<file path="src/rtl/shset_pkg.sv">
package shset_pkg;

  typedef enum logic [1:0] {
    HINT_NORMAL    = 2'd0,
    HINT_TRANSIENT = 2'd1,
    HINT_NONTEMP   = 2'd2,
    HINT_SPARE     = 2'd3
  } hint_e;

  typedef enum logic [1:0] {
    EV_NONE   = 2'd0,
    EV_TO_L2  = 2'd1,
    EV_BYPASS = 2'd2,
    EV_DROP   = 2'd3
  } evict_e;

  typedef struct packed {
    logic valid;
    logic dirty;
    logic uniq;
    logic transient;
    logic nontemp;
  } wflags_t;

endpackage

</file>
<file path="src/rtl/shset_lookup.sv">
module shset_lookup #(
  parameter int WAYS  = 4,
  parameter int TAG_W = 24,
  localparam int WAY_W = $clog2(WAYS)
) (
  input  logic [WAYS-1:0]       valid_vec,
  input  logic [WAYS*TAG_W-1:0] tag_flat,
  input  logic [TAG_W-1:0]      look_tag,
  output logic                  hit,
  output logic [WAY_W-1:0]      hit_way
);
  logic [WAYS-1:0] match;

  generate
    for (genvar w = 0; w < WAYS; w++) begin : g_cmp
      assign match[w] = valid_vec[w] && (tag_flat[w*TAG_W +: TAG_W] == look_tag);
    end
  endgenerate

  always_comb begin
    hit     = |match;
    hit_way = '0;
    for (int w = WAYS-1; w >= 0; w--) begin
      if (match[w]) hit_way = WAY_W'(w);
    end
  end
endmodule

</file>
<file path="src/rtl/shset_victim.sv">
module shset_victim #(
  parameter int WAYS = 4,
  localparam int WAY_W = $clog2(WAYS)
) (
  input  logic [WAYS-1:0]  valid_vec,
  input  logic [WAYS-1:0]  nt_vec,
  input  logic [WAY_W-1:0] rr_ptr,
  output logic [WAY_W-1:0] victim_way,
  output logic             use_rr
);
  logic             nt_found, inv_found;
  logic [WAY_W-1:0] nt_way, inv_way;

  always_comb begin
    nt_found  = 1'b0;
    inv_found = 1'b0;
    nt_way    = '0;
    inv_way   = '0;
    for (int w = WAYS-1; w >= 0; w--) begin
      if (valid_vec[w] && nt_vec[w]) begin
        nt_found = 1'b1;
        nt_way   = WAY_W'(w);
      end
      if (!valid_vec[w]) begin
        inv_found = 1'b1;
        inv_way   = WAY_W'(w);
      end
    end
    use_rr = !nt_found && !inv_found;
    if (nt_found)       victim_way = nt_way;
    else if (inv_found) victim_way = inv_way;
    else                victim_way = rr_ptr;
  end
endmodule

</file>
<file path="src/rtl/shset_evict.sv">
module shset_evict
  import shset_pkg::*;
(
  input  wflags_t    vic_fl,
  output logic [1:0] act,
  output logic       vic_dirty
);
  evict_e act_e;

  always_comb begin
    act_e     = EV_NONE;
    vic_dirty = 1'b0;
    if (vic_fl.valid) begin
      vic_dirty = vic_fl.dirty;
      if (vic_fl.transient || vic_fl.nontemp)
        act_e = vic_fl.dirty ? EV_BYPASS : EV_DROP;
      else
        act_e = EV_TO_L2;
    end
  end

  assign act = act_e;
endmodule

</file>
<file path="src/rtl/streamhint_set_ctrl.sv">
module streamhint_set_ctrl
  import shset_pkg::*;
#(
  parameter int WAYS  = 4,
  parameter int TAG_W = 24,
  localparam int WAY_W = $clog2(WAYS)
) (
  input  logic             clk,
  input  logic             rst_n,
  input  logic             req_valid,
  output logic             req_ready,
  input  logic [TAG_W-1:0] req_tag,
  input  logic             req_store,
  input  logic [1:0]       req_hint,
  input  logic             req_unique,
  output logic             rsp_valid,
  input  logic             rsp_ready,
  output logic             rsp_hit,
  output logic [WAY_W-1:0] rsp_way,
  output logic             rsp_place_l1,
  output logic [1:0]       rsp_evict,
  output logic             rsp_victim_dirty,
  output logic [TAG_W-1:0] rsp_victim_tag
);
  // Per-way line state
  wflags_t          fl_q  [WAYS];
  logic [TAG_W-1:0] tag_q [WAYS];
  logic [WAY_W-1:0] rr_q;

  logic [WAYS-1:0]       valid_vec, nt_vec;
  logic [WAYS*TAG_W-1:0] tag_flat;

  generate
    for (genvar w = 0; w < WAYS; w++) begin : g_pack
      assign valid_vec[w]                  = fl_q[w].valid;
      assign nt_vec[w]                     = fl_q[w].nontemp;
      assign tag_flat[w*TAG_W +: TAG_W]    = tag_q[w];
    end
  endgenerate

  logic             hit;
  logic [WAY_W-1:0] hit_way;
  logic [WAY_W-1:0] vic_way;
  logic             use_rr;
  logic [1:0]       ev_act;
  logic             ev_dirty;
  wflags_t          vic_fl;

  shset_lookup #(.WAYS(WAYS), .TAG_W(TAG_W)) u_lookup (
    .valid_vec (valid_vec),
    .tag_flat  (tag_flat),
    .look_tag  (req_tag),
    .hit       (hit),
    .hit_way   (hit_way)
  );

  shset_victim #(.WAYS(WAYS)) u_victim (
    .valid_vec  (valid_vec),
    .nt_vec     (nt_vec),
    .rr_ptr     (rr_q),
    .victim_way (vic_way),
    .use_rr     (use_rr)
  );

  assign vic_fl = fl_q[vic_way];

  shset_evict u_evict (
    .vic_fl    (vic_fl),
    .act       (ev_act),
    .vic_dirty (ev_dirty)
  );

  // Request decode
  hint_e   hint;
  logic    streaming, stream_store, accept, alloc;
  wflags_t new_fl;

  assign hint         = hint_e'(req_hint);
  assign streaming    = (hint == HINT_TRANSIENT) || (hint == HINT_NONTEMP);
  assign stream_store = req_store && streaming;
  assign req_ready    = !rsp_valid || rsp_ready;
  assign accept       = req_valid && req_ready;
  assign alloc        = accept && !hit && !stream_store;

  always_comb begin
    new_fl.valid     = 1'b1;
    new_fl.dirty     = req_store;
    new_fl.uniq      = req_unique;
    new_fl.transient = (hint == HINT_TRANSIENT);
    new_fl.nontemp   = (hint == HINT_NONTEMP) && req_unique;
  end

  // Flag and pointer state
  always_ff @(posedge clk or negedge rst_n) begin
    if (!rst_n) begin
      for (int w = 0; w < WAYS; w++) fl_q[w] <= '0;
      rr_q <= '0;
    end else if (accept) begin
      if (hit) begin
        if (req_store) fl_q[hit_way].dirty <= 1'b1;
      end else if (alloc) begin
        fl_q[vic_way] <= new_fl;
        if (use_rr) rr_q <= (rr_q == WAY_W'(WAYS-1)) ? '0 : rr_q + 1'b1;
      end
    end
  end

  always_ff @(posedge clk) begin
    if (alloc) tag_q[vic_way] <= req_tag;
  end

  // Response register
  always_ff @(posedge clk or negedge rst_n) begin
    if (!rst_n) begin
      rsp_valid        <= 1'b0;
      rsp_hit          <= 1'b0;
      rsp_way          <= '0;
      rsp_place_l1     <= 1'b0;
      rsp_evict        <= EV_NONE;
      rsp_victim_dirty <= 1'b0;
      rsp_victim_tag   <= '0;
    end else if (accept) begin
      rsp_valid        <= 1'b1;
      rsp_hit          <= hit;
      rsp_place_l1     <= hit || !stream_store;
      rsp_way          <= hit ? hit_way : (alloc ? vic_way : '0);
      rsp_evict        <= alloc ? ev_act : EV_NONE;
      rsp_victim_dirty <= alloc && ev_dirty;
      rsp_victim_tag   <= (alloc && vic_fl.valid) ? tag_q[vic_way] : '0;
    end else if (rsp_ready) begin
      rsp_valid        <= 1'b0;
    end
  end
endmodule

</file>
<file path="config.mk">
export PLATFORM = sky130hd
export DESIGN_NAME = streamhint_set_ctrl
export DESIGN_NICKNAME = d
export VERILOG_FILES = /design/src/rtl/shset_pkg.sv /design/src/rtl/shset_lookup.sv /design/src/rtl/shset_victim.sv /design/src/rtl/shset_evict.sv /design/src/rtl/streamhint_set_ctrl.sv
export SDC_FILE = /design/constraint.sdc
export NUM_CORES = 1
export LEC_CHECK = 0
export CAP_MARGIN = 5
export CORE_AREA = 4 4 151 153
export CTS_CLUSTER_SIZE = 12
export DETAILED_ROUTE_END_ITERATION = 8
export DIE_AREA = 0 0 155 157
export GPL_TIMING_DRIVEN = 0
export PLACE_DENSITY = 0.48
export SLEW_MARGIN = 5
export SYNTH_ARGS = -nofsm -noshare
export SYNTH_HDL_FRONTEND = slang
export SYNTH_SLANG_ARGS = --single-unit
export TNS_END_PERCENT = 30
</file>
<file path="constraint.sdc">
create_clock -name clk -period 4.8 [get_ports clk]
set_input_delay 0.96 -clock clk [delete_from_list [all_inputs] [get_ports clk]]
set_output_delay 0.96 -clock clk [all_outputs]
set_load 0.1 [all_outputs]
</file>
* Word level (Yosys, flattened, before mapping) *
Memory sizes are Yosys's and may differ from the RTL's.
Cells that the tools add are included.

operators by class
  reductions and logical operators = 32
  magnitude comparators = 4
  $add $sub $neg = 1
  equality and inequality tests = 8
  mux-type cells = 47
  bitwise gates (word level) = 3

operators with widths
  operator             count
  $eq 24x24->1         4
  $mux 20              3
  $bwmux 20            2
  $mux 2               20
  $mux 24              1
  $demux 5 s2          2
  $logic_and 1x1->1    18
  $mux 5               3
  $mux 1               14
  $bmux 5 s2           1
  $ge 3x3->1 const B   2
  $lt 3x1->1 const B   2
  $not 2->3            2
  $logic_not 1->1      5
  $eq 2x2->1 const B   2
  $logic_or 1x1->1     4
  $mux 4               1
  $reduce_and 4->1     1
  $reduce_bool 2->1    2
  $reduce_or 4->1      1
  $reduce_and 3->1     1
  $add 2x1->2 const B  1
  $eq 2x1->1 const B   1
  $ne 2x2->1 const B   1
  $not 1->1            1

storage, ports and cells
  logic and storage cells = 124
  RAM bits = 96
  bits of input ports = 32
  flip-flop bits (word level) = 54
  output and inout port bits = 33
  memories = 1

memories
  memory  depth  width  read ports  clocked after memory_dff  write ports  line                       text
  tag_q   4      24     5           0                         1            streamhint_set_ctrl.sv:27  logic [TAG_W-1:0] tag_q [WAYS];

* Depth between registers and ports, before layout *
Gate-level depths: netlist (run 1).
An unclocked memory read counts as a cell.

  depth after elaboration = 15
  depth in mapped cells = 10
  gate-level depth less buffers = 7

* Cells and area by module *
Synthesis (run 1) repeated with hierarchy kept, for this count alone.

unflattened totals
  cells, all modules = 455
  area, all modules = 7075.5 um2

modules (own cells, without submodules)
  module               times used  area each (um2)  cells an instance
  streamhint_set_ctrl  1           5765.5           290
  shset_lookup         1           1186.1           146
  shset_victim         1           98.8             15
  shset_evict          1           25.0             4

* Worst setup path after synthesis (run 1) *
OpenSTA, ideal clock, no wires.

  path type = in2reg
  from = in rsp_ready
  to = reg fl_q[10] (netlist bit)
  data arrival time = 3.955 ns
  stages on the path = 6
  setup time = 0.125 ns
  buffers on the path = 1
  slack = 0.720 ns
  cells stage by stage = nand2b_1 > and2_1 > clkbuf_1 > nand3_2 > nor4_4 > mux2_2

between the ends
  longest elaborated chain between the ends = 6

RTL lines
  what                            line                        text
  start: declaration              streamhint_set_ctrl.sv:17   input logic rsp_ready,
  $logic_or 1x1->1 (*)            streamhint_set_ctrl.sv:81   assign req_ready = !rsp_valid || rsp_ready;
  $logic_and 1x1->1 (*)           streamhint_set_ctrl.sv:82   assign accept = req_valid && req_ready;
  $logic_and 1x1->1 (2 in a row)  streamhint_set_ctrl.sv:83   assign alloc = accept && !hit && !stream_store;
  $reduce_bool 2->1 (no line)     -
  $reduce_and 3->1 (no line) (*)  -
  end signal: indexed assignment  streamhint_set_ctrl.sv:102  fl_q[vic_way] <= new_fl;
  end: declaration                streamhint_set_ctrl.sv:26   wflags_t fl_q [WAYS];

Every way passes the cells marked *; elsewhere a longest branch is shown, timed or not.
A chain may end at the register's enable or synchronous reset.

* Worst setup path in the final report (run 1) *
  from = in req_tag[17]
  to = mem tag_q[3][6], enable pin

between the ends
  longest elaborated chain between the ends = 8
  elaborated cells on any way between the ends = 14

RTL lines
  what                                line                        text
  start: declaration                  streamhint_set_ctrl.sv:12   input logic [TAG_W-1:0] req_tag,
  $eq 24x24->1                        shset_lookup.sv:16          assign match[w] = valid_vec[w] && (tag_flat[w*TAG_W +: TAG_W] == look_tag);
  $logic_and 1x1->1                   shset_lookup.sv:16
  $reduce_or 4->1 (*)                 shset_lookup.sv:21          hit = |match;
  $logic_not 1->1 (*)                 streamhint_set_ctrl.sv:83
  $logic_and 1x1->1 (*) (2 in a row)  streamhint_set_ctrl.sv:83
  $mux 1 (*)                          streamhint_set_ctrl.sv:109  if (alloc) tag_q[vic_way] <= req_tag;
  $mux 1 (not written as such) (*)    streamhint_set_ctrl.sv:109
  end: declaration                    streamhint_set_ctrl.sv:27

Marks and branches as above.

==> metrics, run 1 <==
result of the run=completed; share of the synthesized area in the top cell type=42.36%; ys flop type=sky130_fd_sc_hd__edfxtp_1; Resize count post-CTS=0; Final Instance Count excl. Fillers=831; worst max-slew margin expressed relative to the limit=30.04%; Post-Syn Area=0.006805 mm2; setup repair after global routing missed its margin=false; most frequent cell after synthesis=sky130_fd_sc_hd__edfxtp_1; total number of yosys warnings=0; CP Data Required Time=4940 ps; reg-to-reg endpoint=tag_q[3][6]; Yosys cell types=51; number of buffers added by the clock tree synthesis step=17; total core area=0.02155 mm2; via count=4183; wire length of the first global-routing pass=28.57 mm; share of flip-flops with an asynchronous set or reset after synthesis=34.25%; mean post-synth cell area=15.29 um2; antenna fix cells=0; area enclosed by the die boundary=0.02434 mm2; Clock Tree Buf Depth=2; first element of the critical path=req_tag[17]; TritonCTS clock tree=yes; Post-Place Cell Area=0.007944 mm2; VDD IR-drop max=0.2947 mV; detailed router's first-iteration violation count=349; number of maximum-capacitance violations=0; Worst Hold Path Cells=2; most numerous cell types in the synthesized netlist=sky130_fd_sc_hd__edfxtp_1, sky130_fd_sc_hd__xor2_1, sky130_fd_sc_hd__dfrtp_1; endpoint of the most critical setup path=tag_q[3][6]; sum of net half-perimeters after detailed placement=13.47 mm; die span in y=157 um; capturing element type of the critical path=register; initial core utilization=31.57%; class of the most critical setup path=in -> reg; number of enable-type register cells in the synthesized netlist=96; critical path peak fanout=14; number of placement rows=54; slack of the worst reg-to-reg path=1460 ps; maximum number of pins on one net before global-route repair=35; per-cell via count in the routed design=5.034; leakage power summed over all cells=3.067 nW; Die Span X=155 um; worst-case setup slack after placement=165.8 ps; post-layout minimum cycle time=4147 ps; clock sink count=146; Setup crit start kind=input port; r2r startpoint=tag_q[0][14]; Inst Count DP=799; layout filler cell count=2033; post-route standard cell area excluding fillers=0.008578 mm2; root buffer selected by CTS=sky130_fd_sc_hd__clkbuf_16; remaining global-route overflow=0; number of buffers added to fix hold violations after cts=0; routed length per placed instance=22.71 um; final clock period utilization by the worst path=86.40%; residual DRC count=0; later-pin clock latency in the skew report=430 ps; GP Congestion=0.8164; Setup Fix Bufs, Post-CTS=0; final hold violations=0; highest clock frequency the design can meet=241.1 MHz; slew at the pin with the worst max-slew slack=1049 ps; via count of the first global-routing pass=4389; fraction of final layout cells sized beyond drive strength 1=17.79%; syn nets=480; pins over their slew limit=0; Final Setup Violations=0; type of the tightest min-delay check=reg -> reg; synthesized instance count=445; CP arrival=4280 ps; power per cell area=770.1 mW/mm2; number of nets still failing antenna checks after routing=0; Worst Setup Slack, final=652.6 ps; count of buffers inserted at the top-level ports=64; Max Clock Skew=11.44 ps; largest cells by area after synthesis=sky130_fd_sc_hd__edfxtp_1, sky130_fd_sc_hd__dfrtp_1, sky130_fd_sc_hd__mux4_2; first-pass detailed-route iteration total=5; number of antenna violations at the first check in global routing=0; Area Growth Syn to Fin=26.05%; Overall Global Routing Usage=16.11%; fin util=39.80%; part of the Yosys area used for sequential elements=60.75%; dominant cell type by area after synthesis=sky130_fd_sc_hd__edfxtp_1; clock-pin slew on the worst setup and hold paths=60 ps; #FFs+latches synth=146; I/O Pins=65; H-tree levels=4; length in cells of the worst reg-to-reg path=9; wirelength, routed=18.87 mm; count of nets after finishing=573
## sequential cells by signal (all words and copies together), names as in the netlist
name / cells
tag_q: 96
rsp_victim_tag: 24
rsp_valid: 1
rsp_place_l1: 1
rsp_hit: 1
rr_q: 2
rsp_way: 2
fl_q: 16
rsp_victim_dirty: 1
rsp_evict: 2
## report_power, final
part / internal, mW / switching, mW / total (mW)
Sequential: 1.74 / 0.221 / 1.96
Clock: 0.880 / 0.553 / 1.43
Combinational: 1.22 / 1.99 / 3.21
Total: 3.84 / 2.77 / 6.61
## how the worst min path moves through the flow
stage | startpoint | end | slack [ps]
2_1_floorplan | fl_q[3] | fl_q[3] | 460
3_3_place_gp | rsp_hit | rsp_hit | 470
3_5_place_dp | rsp_hit | rsp_hit | 470
4_1_cts | rsp_hit | rsp_hit | 490
5_1_grt | rsp_victim_tag[10] | rsp_victim_tag[10] | 520
6_report | rsp_way[1] | rsp_way[1] | 480
## metal layers
layer	vias up	part of all wire [%]	track usage, %
met5	-	0	0
met4	0	1.3	4.121
met3	17	5.5	3.492
met2	136	47	25.74
met1	2129	46	22.48
li1	1901	-	-
## kinds of logic after synthesis
kind of cell / after synthesis / synth area share, %
AO/OA/AOI/OAI: 51 / 6.104
XOR/XNOR: 96 / 12.36
adder cells (fa/ha/maj): 3 / 0.5516
buffers and inverters: 26 / 1.765
flip-flops: 146 / 60.75
multiplexers: 38 / 10.50
AND/OR/NAND/NOR: 85 / 7.980
## cell type report
cell class	instances	area, um2	area share, %
Sequential cell	146	4134	48.19
Multi-Input combinational cell	273	2551	29.74
Timing Repair Buffer	74	788.3	9.189
Clock buffer	18	429.2	5.003
Tap cell	280	350.3	4.084
Clock inverter	14	205.2	2.392
Buffer	17	86.33	1.006
Inverter	9	33.78	0.3938
## cell usage in the layout, fill, tap and decap left out, types with 10 or more instances in the layout
cell type / instances
sky130_fd_sc_hd__mux4_2: 25
sky130_fd_sc_hd__clkbuf_16: 17
sky130_fd_sc_hd__nor4_1: 14
sky130_fd_sc_hd__clkbuf_1: 10
sky130_fd_sc_hd__nand4_1: 12
sky130_fd_sc_hd__xor2_1: 53
sky130_fd_sc_hd__a22o_1: 27
sky130_fd_sc_hd__xnor2_1: 43
sky130_fd_sc_hd__dfrtp_1: 50
sky130_fd_sc_hd__edfxtp_1: 96
sky130_fd_sc_hd__nand2_1: 11
sky130_fd_sc_hd__clkdlybuf4s50_1: 63
## critical path, stage by stage
cell	delay, ps
sky130_fd_sc_hd__clkdlybuf4s50_1	670
sky130_fd_sc_hd__xor2_1	240
sky130_fd_sc_hd__nor4_1	100
sky130_fd_sc_hd__nand3_1	200
sky130_fd_sc_hd__nor3_1	130
sky130_fd_sc_hd__or3_1	370
sky130_fd_sc_hd__buf_6	160
sky130_fd_sc_hd__or4_4	510
sky130_fd_sc_hd__buf_6	150
sky130_fd_sc_hd__inv_1	540
sky130_fd_sc_hd__buf_16	240
## stage by stage
stage                     hold WS [ps]  power (mW)  TNS (ps)
after floorplan                  455.9       4.231         0
after global placement           467.5       5.143    -37060
after detailed placement         474.0       5.227         0
after CTS                        488.2       6.690         0
after global routing             518.3       6.934         0
final                            482.7       6.606         0
Note: power is estimated with default switching activity, not from simulation.
==> run 2: changes to the inputs <==
Settings changed: RECOVER_POWER set to 100.
==> run 2 against run 1 <==
  * The run now ends with max-capacitance violations, max-slew violations left
  * Final area down 0.70%
  * Clock power about the same
  * Non-clock buffer count is the same
  * Routed wire length shrank 0.19%
  * Register-to-register slack lost 70 ps
  * Flip-flop and latch count unchanged
  * Hold slack lost 6.1 ps
==> metrics, run 2 (synthesis gave the netlist of run 1 again) <==
result of the run=complete, but fails checks; violations in the final reports=max-capacitance violations, max-slew violations; Most flops, register=tag_q; number of placement rows=54 (unchanged); number of buffers and inverters on the critical path=5 (unchanged); worst max-slew margin expressed relative to the limit=-31.82% (-62 points); Die Span X=155 um (unchanged); Overall Global Routing Usage=16.11% (unchanged); kind of cell with the highest combined delay on the critical path=simple AND/OR/NAND/NOR gates; power per cell area=766.2 mW/mm2 (-0.51%); flip-flop count of the largest register after layout=96 (unchanged); TritonCTS clock tree=yes; Area Growth Syn to Fin=25.17%; CP Data Required Time=4930 ps (about the same); number of buffers added by the clock tree synthesis step=17 (unchanged); class of the most critical setup path=in -> reg; wirelength, routed=18.84 mm (-0.19%); Worst Setup Slack, final=512.6 ps (-140.0 ps); slowest library cell on the worst path=sky130_fd_sc_hd__nor4_1; post-route standard cell area excluding fillers=0.008518 mm2 (-0.70%); number of nets still failing antenna checks after routing=0 (unchanged); final hold violations=0 (unchanged); Clock Tree Buf Depth=2 (unchanged); total core area=0.02155 mm2 (unchanged); wire length of the first global-routing pass=28.57 mm (unchanged); residual DRC count=0 (unchanged); GP Congestion=0.8164 (unchanged); via count of the first global-routing pass=4389 (unchanged); remaining global-route overflow=0 (unchanged); fraction of final layout cells sized beyond drive strength 1=16.15% (-1.6 points); count of nets after finishing=573 (unchanged); area enclosed by the die boundary=0.02434 mm2 (unchanged); final clock period utilization by the worst path=89.32% (+2.9 points); via count=4173 (-0.24%); number of maximum-capacitance violations=1 (+1); first-pass detailed-route iteration total=5 (unchanged); commonest non-fill, non-tap cell in the layout=sky130_fd_sc_hd__edfxtp_1; root buffer selected by CTS=sky130_fd_sc_hd__clkbuf_16; critical path peak fanout=10 (-4); leakage power summed over all cells=3.095 nW (+0.93%); count of buffers inserted at the top-level ports=64 (unchanged); setup repair after global routing missed its margin=false; Critical Path Most Common Cell=sky130_fd_sc_hd__buf_6; highest clock frequency the design can meet=233.2 MHz (-3.3%); capturing element type of the critical path=register; post-layout minimum cycle time=4287 ps (+140.0 ps); die span in y=157 um (unchanged); Max Clock Skew=11.26 ps (-0.1784 ps); setup TNS after final layout=0 ps (unchanged); Final Setup Violations=0 (unchanged); Resize count post-CTS=0 (unchanged); number of antenna violations at the first check in global routing=0 (unchanged); pins over their slew limit=35 (+35); CP arrival=4420 ps (+140 ps); initial core utilization=31.57% (unchanged); clock sink count=146 (unchanged); Post-Place Cell Area=0.007944 mm2 (unchanged); detailed router's first-iteration violation count=351 (+0.57%); type of the tightest min-delay check=reg -> reg; Final Instance Count excl. Fillers=831 (unchanged); clock-pin slew on the worst setup and hold paths=60 ps (about the same); worst-case setup slack after placement=165.8 ps (unchanged); overall power consumption=6.527 mW (-1.2%); I/O Pins=65 (unchanged); cells along the critical path=dlygate4sd3_1 > xor2_1 > nor4_1 > nand3_1 > nor3_1 > or3_1 > buf_6 > nor4_1 > buf_6 > buf_8 > buf_6; sum of net half-perimeters after detailed placement=13.47 mm (unchanged); Hold Worst Slack=476.6 ps (-6.072 ps); most frequent cells in the layout=sky130_fd_sc_hd__edfxtp_1, sky130_fd_sc_hd__dlygate4sd3_1, sky130_fd_sc_hd__xor2_1; routed length per placed instance=22.67 um (-0.19%); slew at the pin with the worst max-slew slack=1977 ps (+927.8 ps); Inst Count DP=799 (unchanged); VDD IR-drop max=0.2936 mV (-0.35%); maximum number of pins on one net before global-route repair=35 (unchanged); H-tree levels=4 (unchanged); largest registers ranked by flip-flop count=tag_q x96, rsp_victim_tag x24, fl_q x16; number of buffers added to fix hold violations after cts=0 (unchanged); antenna fix cells=0 (unchanged); longest individual stage delay on the worst path=920 ps (+250 ps); Setup Fix Bufs, Post-CTS=0 (unchanged); fin util=39.52% (-0.28 points); per-cell via count in the routed design=5.022 (-0.24%); later-pin clock latency in the skew report=430 ps (about the same); Setup crit start kind=input port
[run 2: changes by cell type in the layout (fill, tap and decap cells not counted), moves of 2 or more]
cell                              delta
sky130_fd_sc_hd__buf_2               -3
sky130_fd_sc_hd__clkbuf_1            +5
sky130_fd_sc_hd__clkdlybuf4s50_1    -58
sky130_fd_sc_hd__dlygate4sd3_1      +58
sky130_fd_sc_hd__mux2_1              +2
[run 2: routing by layer]
metal	routed length (um)	vias to the layer above	share of wire, %	global-route usage (%)
met5	0	-	0	0
met4	273	0	1.4	4.121
met3	771	22	4.1	3.492
met2	8893	116	47	25.74
met1	8900	2134	47	22.48
li1	-	1901	-	-
[run 2: cell type report]
class	count	area, um2
Clock inverter	14	205.2
Fill cell	2044	13040
Clock buffer	18	429.2
Inverter	9	33.78
Timing Repair Buffer	74	753.2
Buffer	17	83.83
Multi-Input combinational cell	273	2529
Sequential cell	146	4134
Tap cell	280	350.3
[run 2: worst reg2reg max path, stage by stage, from the launching register on]
cell and delay [ps]:
sky130_fd_sc_hd__dfrtp_1 490, sky130_fd_sc_hd__nand2_1 120, sky130_fd_sc_hd__a32o_1 270, sky130_fd_sc_hd__a31oi_1 220, sky130_fd_sc_hd__a21o_1 110, sky130_fd_sc_hd__buf_2 230, sky130_fd_sc_hd__mux4_2 230, sky130_fd_sc_hd__nor3b_2 730
sky130_fd_sc_hd__clkbuf_1 700, sky130_fd_sc_hd__a22o_1 240
[run 2: power breakdown]
| group | switching [mW] | leakage [nW] | internal [mW] |
|---|---|---|---|
| Clock | 0.554 | 0.312 | 0.880 |
| Combinational | 1.98 | 1.29 | 1.15 |
| Sequential | 0.215 | 1.49 | 1.74 |
| Total | 2.75 | 3.10 | 3.78 |
[run 2: final timing paths]
check                                endpoint   startpoint  cells past startpoint  slack (ps)
setup / recovery                  tag_q[1][8]  req_tag[17]                     11         510
hold / removal                     rsp_way[1]   rsp_way[1]                      2         480
setup reg to reg            rsp_victim_tag[5]      fl_q[9]                      9        1390
min in group asynchronous   rsp_victim_tag[0]        rst_n                      1         730
max in group asynchronous  rsp_victim_tag[19]        rst_n                      2        1660
hold reg to reg                    rsp_way[1]   rsp_way[1]                      2         480
==> run 3: changes to the inputs <==
Settings changed: ABC_CLOCK_PERIOD_IN_PS set to 4800.
==> results of run 3 <==
No change in the layout: final DEF, timing and power equal those of run 2.
